**config.mk**
```make
export PLATFORM = sky130hd
export DESIGN_NAME = fpstat_move_unit
export DESIGN_NICKNAME = d
export VERILOG_FILES = /design/src/rtl/fpstat_move_unit.sv
export SDC_FILE = /design/constraint.sdc
export NUM_CORES = 1
export LEC_CHECK = 0
export BUFFER_PORTS_ARGS = -buffer_cell sky130_fd_sc_hd__buf_2
export CAP_MARGIN = 15
export CORE_ASPECT_RATIO = 0.9
export CORE_MARGIN = 4
export CORE_UTILIZATION = 49
export DETAILED_ROUTE_END_ITERATION = 16
export PLACE_DENSITY = 0.88
export SLEW_MARGIN = 20
export SYNTH_ARGS = -nofsm -noshare
export SYNTH_HDL_FRONTEND = slang
export SYNTH_SLANG_ARGS = --single-unit
export TNS_END_PERCENT = 5
```
**constraint.sdc**
```tcl
create_clock -name clk -period 3.1 [get_ports clk]
set_clock_uncertainty 0.1 [all_clocks]
set_input_delay 0.775 -clock clk [delete_from_list [all_inputs] [get_ports clk]]
set_output_delay 0.775 -clock clk [all_outputs]
set_load 0.02 [all_outputs]
```
**src/rtl/fpstat_move_unit.sv**
```systemverilog
module fpstat_move_unit #(
  parameter int NFIELD = 8
) (
  input  logic        clk,
  input  logic        rst_n,
  input  logic        op_valid,
  input  logic [2:0]  op_code,
  input  logic [31:0] instr,
  input  logic [63:0] fpr_src,
  output logic [31:0] status_q,
  output logic [31:0] cr_q,
  output logic [63:0] fpr_res,
  output logic        fpr_we,
  output logic        illegal
);
  localparam logic [2:0] OP_SET  = 3'd1;
  localparam logic [2:0] OP_CLR  = 3'd2;
  localparam logic [2:0] OP_IMM  = 3'd3;
  localparam logic [2:0] OP_MSK  = 3'd4;
  localparam logic [2:0] OP_COPY = 3'd5;
  localparam logic [2:0] OP_READ = 3'd6;

  function automatic logic [3:0] sticky_of(input logic [2:0] f);
    case (f)
      3'd0:      sticky_of = 4'b1001;
      3'd1, 3'd2: sticky_of = 4'b1111;
      3'd5:      sticky_of = 4'b0111;
      default:   sticky_of = 4'b0000;
    endcase
  endfunction

  logic [31:0] st_n, cr_n;
  logic        bad, rd_op;
  logic [2:0]  cp_dst, cp_src;
  logic [3:0]  cp_nib;

  assign cp_dst = instr[25:23];
  assign cp_src = instr[20:18];
  assign cp_nib = status_q[{~cp_src, 2'b11} -: 4];

  always_comb begin
    st_n  = status_q;
    cr_n  = cr_q;
    bad   = 1'b0;
    rd_op = 1'b0;
    case (op_code)
      OP_SET: begin
        bad = |instr[20:11];
        st_n[5'd31 - instr[25:21]] = 1'b1;
      end
      OP_CLR: begin
        bad = |instr[20:11];
        st_n[5'd31 - instr[25:21]] = 1'b0;
      end
      OP_IMM: begin
        bad = instr[26] | (|instr[22:16]) | instr[11];
        st_n[{~instr[25:23], 2'b11} -: 4] = instr[15:12];
      end
      OP_MSK: begin
        bad = instr[25] | instr[16];
        for (int i = 0; i < NFIELD; i++)
          if (instr[24-i]) st_n[31-4*i -: 4] = fpr_src[31-4*i -: 4];
      end
      OP_COPY: begin
        bad = (|instr[15:11]) | (|instr[22:21]) | (|instr[17:16]);
        cr_n[{~cp_dst, 2'b11} -: 4] = cp_nib;
        st_n[{~cp_src, 2'b11} -: 4] = cp_nib & ~sticky_of(cp_src);
      end
      OP_READ: begin
        bad   = |instr[20:11];
        rd_op = 1'b1;
      end
      default: bad = 1'b1;
    endcase
    if (instr[0] && op_code != OP_COPY) cr_n[27:25] = 3'b000;
  end

  always_ff @(posedge clk) begin
    if (!rst_n) begin
      status_q <= '0;
      cr_q     <= '0;
      fpr_res  <= '0;
      fpr_we   <= 1'b0;
      illegal  <= 1'b0;
    end else begin
      illegal <= op_valid & bad;
      fpr_we  <= op_valid & ~bad & rd_op;
      if (op_valid && !bad) begin
        status_q <= st_n;
        cr_q     <= cr_n;
        if (rd_op) fpr_res <= {32'h0, status_q};
      end
    end
  end
endmodule


```
==> results of run 1 <==
## metal layers
| metal | up-vias | GRT usage | wire length [um] |
|---|---|---|---|
| li1 | 2916 | - | - |
| met1 | 2919 | 0.399 | 8010 |
| met2 | 538 | 0.476 | 9440 |
| met3 | 102 | 0.0816 | 2860 |
| met4 | 0 | 0.154 | 944 |
| met5 | - | 0.0195 | 0 |
## worst paths after layout
check / depth (start not counted) / endpoint
setup / recovery: 8 / fpr_res[19]$_SDFFE_PN0P_
hold / removal: 1 / cr_q[27]$_SDFFE_PN0P_
setup reg to reg: 5 / cr_q[2]$_SDFFE_PN0P_
hold reg to reg: 1 / cr_q[27]$_SDFFE_PN0P_
## flip-flops by register name, indices dropped and copies added (netlist names)
register,cells
fpr_we,1
status_q,32
cr_q,32
fpr_res,32
illegal,1
## cell families after synthesis
group | Yosys count
simple gates | 254
mux | 40
buf+inv | 95
compound gates | 233
other cells | 1
flops | 98
## through the flow
step	area [um2]	utilization
after detailed placement	6650	0.584
after CTS	6940	0.610
after global routing	6940	0.610
after global placement	6650	0.584
final	6940	0.610
after floorplan	5820	-
## critical path, cell delays in order
cell and delay, ps:
buf_2 100, or4_1 610, nor4_4 200, o21ai_2 110, or4_2 580, buf_12 230, mux2i_1 220, nor2_1 80
## cell usage after synthesis, types with 12 or more instances
| cell | instances |
|---|---|
| nand2_1 | 68 |
| a32oi_1 | 15 |
| o21ai_0 | 99 |
| nor2_1 | 72 |
| nand3_1 | 43 |
| mux2i_1 | 32 |
| clkbuf_1 | 40 |
| dfxtp_1 | 98 |
| buf_4 | 32 |
| a31oi_1 | 22 |
| a21oi_1 | 33 |
| a222oi_1 | 12 |
## layout make-up
type	instances	area, um2
Fill cell	1035	4440
Multi-Input combinational cell	559	3350
Sequential cell	98	1960
Timing Repair Buffer	195	1110
Clock buffer	13	270
Tap cell	156	195
Inverter	11	41.3
Clock inverter	3	21.3
## power breakdown
group	switching, uW	internal, uW
registers	22.3	1270
clock network	476	612
logic	353	166
## cells in the final DEF (no fill, tap or decap), types with 7 or more instances in the layout
master and count:
mux2i_1 32, nand4_1 7, buf_2 152, a222oi_1 12, o21ai_0 99, and3_1 8, nor2_1 72, dfxtp_1 98
nor3_1 8, nand2b_1 8, a31oi_1 22, a32oi_1 15, inv_1 10, mux4_2 8, buf_4 41, a21oi_1 33
conb_1 32, clkbuf_16 9, nand2_1 68, nand3_1 43, nor2b_1 8
==> impl_metrics.py, run 1 <==
metrics = {
    "clocking": {
        "cts_tree": "done",
        "post-cts-setup-buffer-count": 0,
        "cts_buffers": 9,
        "cts_max_path_buffers": 2,
        "cts-root-buf": "clkbuf_16",
        "ctsHoldBuffers": 0,
        "clock_latency_ps": 350,
        "cts.sinks": 98,
        "path_clk_slew_ps": 70,
        "cts_resized": 0,
        "htreeDepth": 3,
    },
    "global_routing": {
        "grt_overflow": 0,
        "grt_use_total": 0.308,
        "grt_pass1_vias": 5893,
        "grt_pass1_wl_um": 32300,
        "antenna_found_initial": 0,
        "grt_max_degree": 65,
    },
    "synthesis": {
        "synthSimpleGateAreaFrac": 0.218,
        "synth_compound_area_frac": 0.259,
        "synth_top_area_share": 0.344,
        "synth_top_flop_cell": "dfxtp_1",
        "ys_ff_latch": 98,
        "syn_area_mm2": 0.00571,
        "ys_seq_area_frac": 0.344,
        "synth.distinct_cells": 63,
        "yosys_warnings": 0,
        "synth_edf_count": 0,
        "synth_area_leader_cell": "dfxtp_1",
        "async_flop_share": 0,
        "synth.avg_cell_area_um2": 7.91,
        "synth_area_leaders": "dfxtp_1, o21ai_0, mux2i_1, nor2_1, nand2_1",
        "netlist_instances": 721,
        "synthAdderAreaFrac": 0,
        "synth_top_family_by_area": "compound AO/OA/AOI/OAI gates",
        "synthMuxAreaShare": 0.0877,
        "synth_xor_area_frac": 0,
    },
    "cells_and_area": {
        "layout.cells.non_filler": 1035,
        "syn_to_final_growth_pct": 21.7,
        "diodes": 0,
        "drive_gt1_frac": 0.265,
        "nNetsFinal": 976,
    },
    "drt": {
        "via_per_inst": 6.26,
        "vias": 6475,
        "dr.pass1.iters": 8,
        "finalWirelength_um": 21300,
        "avgRoutedWirePerCell_um": 20.5,
        "drc": 0,
        "ant_nets": 0,
        "drt_iter0_drc": 1108,
    },
    "floorplan": {
        "core_region_area_mm2": 0.0114,
        "num_rows": 37,
        "fp.dieH_um": 110,
        "chipWidth_um": 122,
        "die_area_mm2": 0.0134,
        "start_util": 0.501,
        "io_pins": 232,
    },
    "placed_design": {
        "gp_congestion": 1.02,
        "place_ws_ps": -29.1,
        "port_buffers": 152,
        "hpwl_um": 15500,
        "dp_cells": 1019,
    },
    "timing": {
        "fin_ws_ps": 301,
        "setup_violations": 0,
        "whs_ps": 369,
        "fin_crit_sh": 0.903,
        "drv_slew": 0,
        "hold_viol": 0,
        "finalCriticalPeriod_ps": 2800,
        "fmax_mhz": 357,
        "worst_slew_pin_slew_ps": 1130,
        "relSlewSlack": 0.246,
        "rsz0062_at_grt": "no",
        "tns_ps": 0,
    },
    "worst_hold_path": {
        "hp-start": "cr_q[27]$_SDFFE_PN0P_",
        "hold_class": "flip-flop to flip-flop",
    },
    "run_status": {
        "outcome": "finished, final reports clean",
    },
    "critical_path": {
        "path_max_fanout": 33,
        "startpoint": "instr[12]",
        "startpoint_type": "input pin",
        "reg2reg_from": "status_q[2]$_SDFFE_PN0P_",
        "cp.required_ps": 3230,
        "critPathKind": "input pin to flip-flop",
        "rrSetupSlack_ps": 1390,
        "end_kind": "flip-flop",
        "critPathArrivalTime_ps": 2930,
    },
    "power": {
        "p_total_uw": 2900,
        "powerDensity_mw_per_mm2": 418,
        "peakVddDrop_v": 0.000306,
        "leakage_uw": 0.00318,
    },
    "run": {
        "max_cap_viol_count": 0,
    },
}
Power figures use the tool's default switching activity.
==> run 2: changes to the inputs <==
--- a/config.mk
+++ b/config.mk
@@ -11,7 +11,8 @@
 export CORE_MARGIN = 4
 export CORE_UTILIZATION = 49
 export DETAILED_ROUTE_END_ITERATION = 16
-export PLACE_DENSITY = 0.88
+export PLACE_DENSITY_LB_ADDON = 0.25
+export SKIP_CTS_REPAIR_TIMING = 1
 export SLEW_MARGIN = 20
 export SYNTH_ARGS = -nofsm -noshare
 export SYNTH_HDL_FRONTEND = slang
==> impl_metrics.py, run 2 (synthesized netlist as in run 1, its figures left out) <==
metrics = {
    "cells_and_area": {
        "syn_to_final_growth_pct": 23.3,
        "diodes": 0,
        "layout_commonest_cell": "buf_2",
        "nFillCells": 1055,
        "final_cell_mix": "buf_2, o21ai_0, dfxtp_1, nor2_1, nand2_1",
        "top_regs": "cr_q x32, fpr_res x32, status_q x32",
        "drive_gt1_frac": 0.273,
        "multi_input_area_mm2": 0.00335,
        "nNetsFinal": 985,
        "regArea_mm2": 0.00196,
        "stdcell_area_mm2": 0.00704,
    },
    "placed_design": {
        "gp_congestion": 0.958,
        "placed_cell_area_mm2": 0.00673,
        "hpwl_um": 16900,
        "port_buffers": 152,
        "place_ws_ps": -87.1,
    },
    "drt": {
        "dr.pass1.iters": 7,
        "ant_nets": 0,
        "via_per_inst": 6.28,
        "drt_iter0_drc": 881,
        "drc": 0,
        "vias": 6559,
        "avgRoutedWirePerCell_um": 22.0,
        "finalWirelength_um": 23000,
    },
    "floorplan": {
        "fp.dieH_um": 110,
        "chipWidth_um": 122,
        "num_rows": 37,
        "start_util": 0.501,
        "io_pins": 232,
        "die_area_mm2": 0.0134,
        "core_region_area_mm2": 0.0114,
    },
    "critical_path": {
        "critPathTopFamily": "simple AND/OR/NAND/NOR gates",
        "crit_chain": "buf_2 -> or4_1 -> nor4_4 -> o21ai_2 -> or4_2 -> buf_12 -> mux2i_1 -> nor2_1",
        "startpoint_type": "input pin",
        "crit_slowest_cell": "or4_1",
        "path_buf_inv": 2,
        "critPathArrivalTime_ps": 2970,
        "end_kind": "flip-flop",
        "cp.required_ps": 3240,
        "cp_slowest_stage_delay_ps": 620,
        "path_max_fanout": 33,
        "rrSetupSlack_ps": 1340,
        "critPathKind": "input pin to flip-flop",
    },
    "power": {
        "powerDensity_mw_per_mm2": 427,
        "leakage_uw": 0.00323,
        "peakVddDrop_v": 0.000259,
    },
    "run_status": {
        "outcome": "finished, final reports clean",
    },
    "timing": {
        "whs_ps": 361,
        "hold_viol": 0,
        "worst_slew_pin_slew_ps": 740,
        "tns_ps": 0,
        "fmax_mhz": 354,
        "finalCriticalPeriod_ps": 2830,
        "relSlewSlack": 0.506,
        "rsz0062_at_grt": "no",
        "fin_ws_ps": 272,
        "drv_slew": 0,
        "setup_violations": 0,
        "fin_crit_sh": 0.912,
    },
    "clocking": {
        "cts_tree": "done",
        "clock_latency_ps": 360,
        "cts_buffers": 9,
        "cts-root-buf": "clkbuf_16",
        "cts_max_path_buffers": 2,
        "htreeDepth": 3,
        "cts.sinks": 98,
        "path_clk_slew_ps": 70,
    },
    "run": {
        "max_cap_viol_count": 0,
    },
    "global_routing": {
        "grt_overflow": 0,
        "grt_use_total": 0.337,
        "grt_pass1_vias": 6067,
        "antenna_found_initial": 0,
        "grt_max_degree": 34,
        "grt_pass1_wl_um": 34200,
    },
    "worst_hold_path": {
        "hold_class": "flip-flop to flip-flop",
    },
}
-- run 2: changes by cell type in the layout (fill, tap and decap cells not counted), sizes merged --
| cell | delta |
|---|---|
| buf | +9 |
| bufinv | +1 |
| clkinv | +2 |
| clkbuf | -2 |
| clkinvlp | -1 |
-- run 2: path summary, 6_finish.rpt --
path,start,endpoint,depth (start not counted)
worst min register to register,cr_q[25]$_SDFFE_PN0P_,cr_q[25]$_SDFFE_PN0P_,1
worst max register to register,status_q[2]$_SDFFE_PN0P_,cr_q[14]$_SDFFE_PN0P_,5
worst min-delay path,cr_q[25]$_SDFFE_PN0P_,cr_q[25]$_SDFFE_PN0P_,1
worst max-delay path,instr[12],fpr_res[13]$_SDFFE_PN0P_,8
-- run 2: layer usage --
| metal | up-vias | track usage | wire (um) |
|---|---|---|---|
| met5 | - | 0 | 0 |
| met2 | 452 | 0.519 | 10400 |
| met4 | 0 | 0.144 | 784 |
| met1 | 3099 | 0.457 | 9170 |
| li1 | 2943 | - | - |
| met3 | 65 | 0.0745 | 2620 |
-- run 2: final cells by class --
type	instances	share of cell area
repair buffers	204	0.169
clock inverters	5	0.00871
inverters	11	0.00587
multi-input cells	559	0.475
well taps	156	0.0277
clock buffers	11	0.0345
flip-flops and latches	98	0.279
-- run 2: stage by stage --
stage                     cells  utilization  total power, uW
after floorplan             752            -             1650
after detailed placement   1028        0.591             1840
after global placement     1028        0.591             1830
after global routing       1044        0.618             3100
after CTS                  1044        0.618             3000
final                      1044        0.618             3010
-- run 2: power breakdown --
group	switching, uW	internal, uW
clock	522	653
sequential	23.8	1270
combinational	365	171
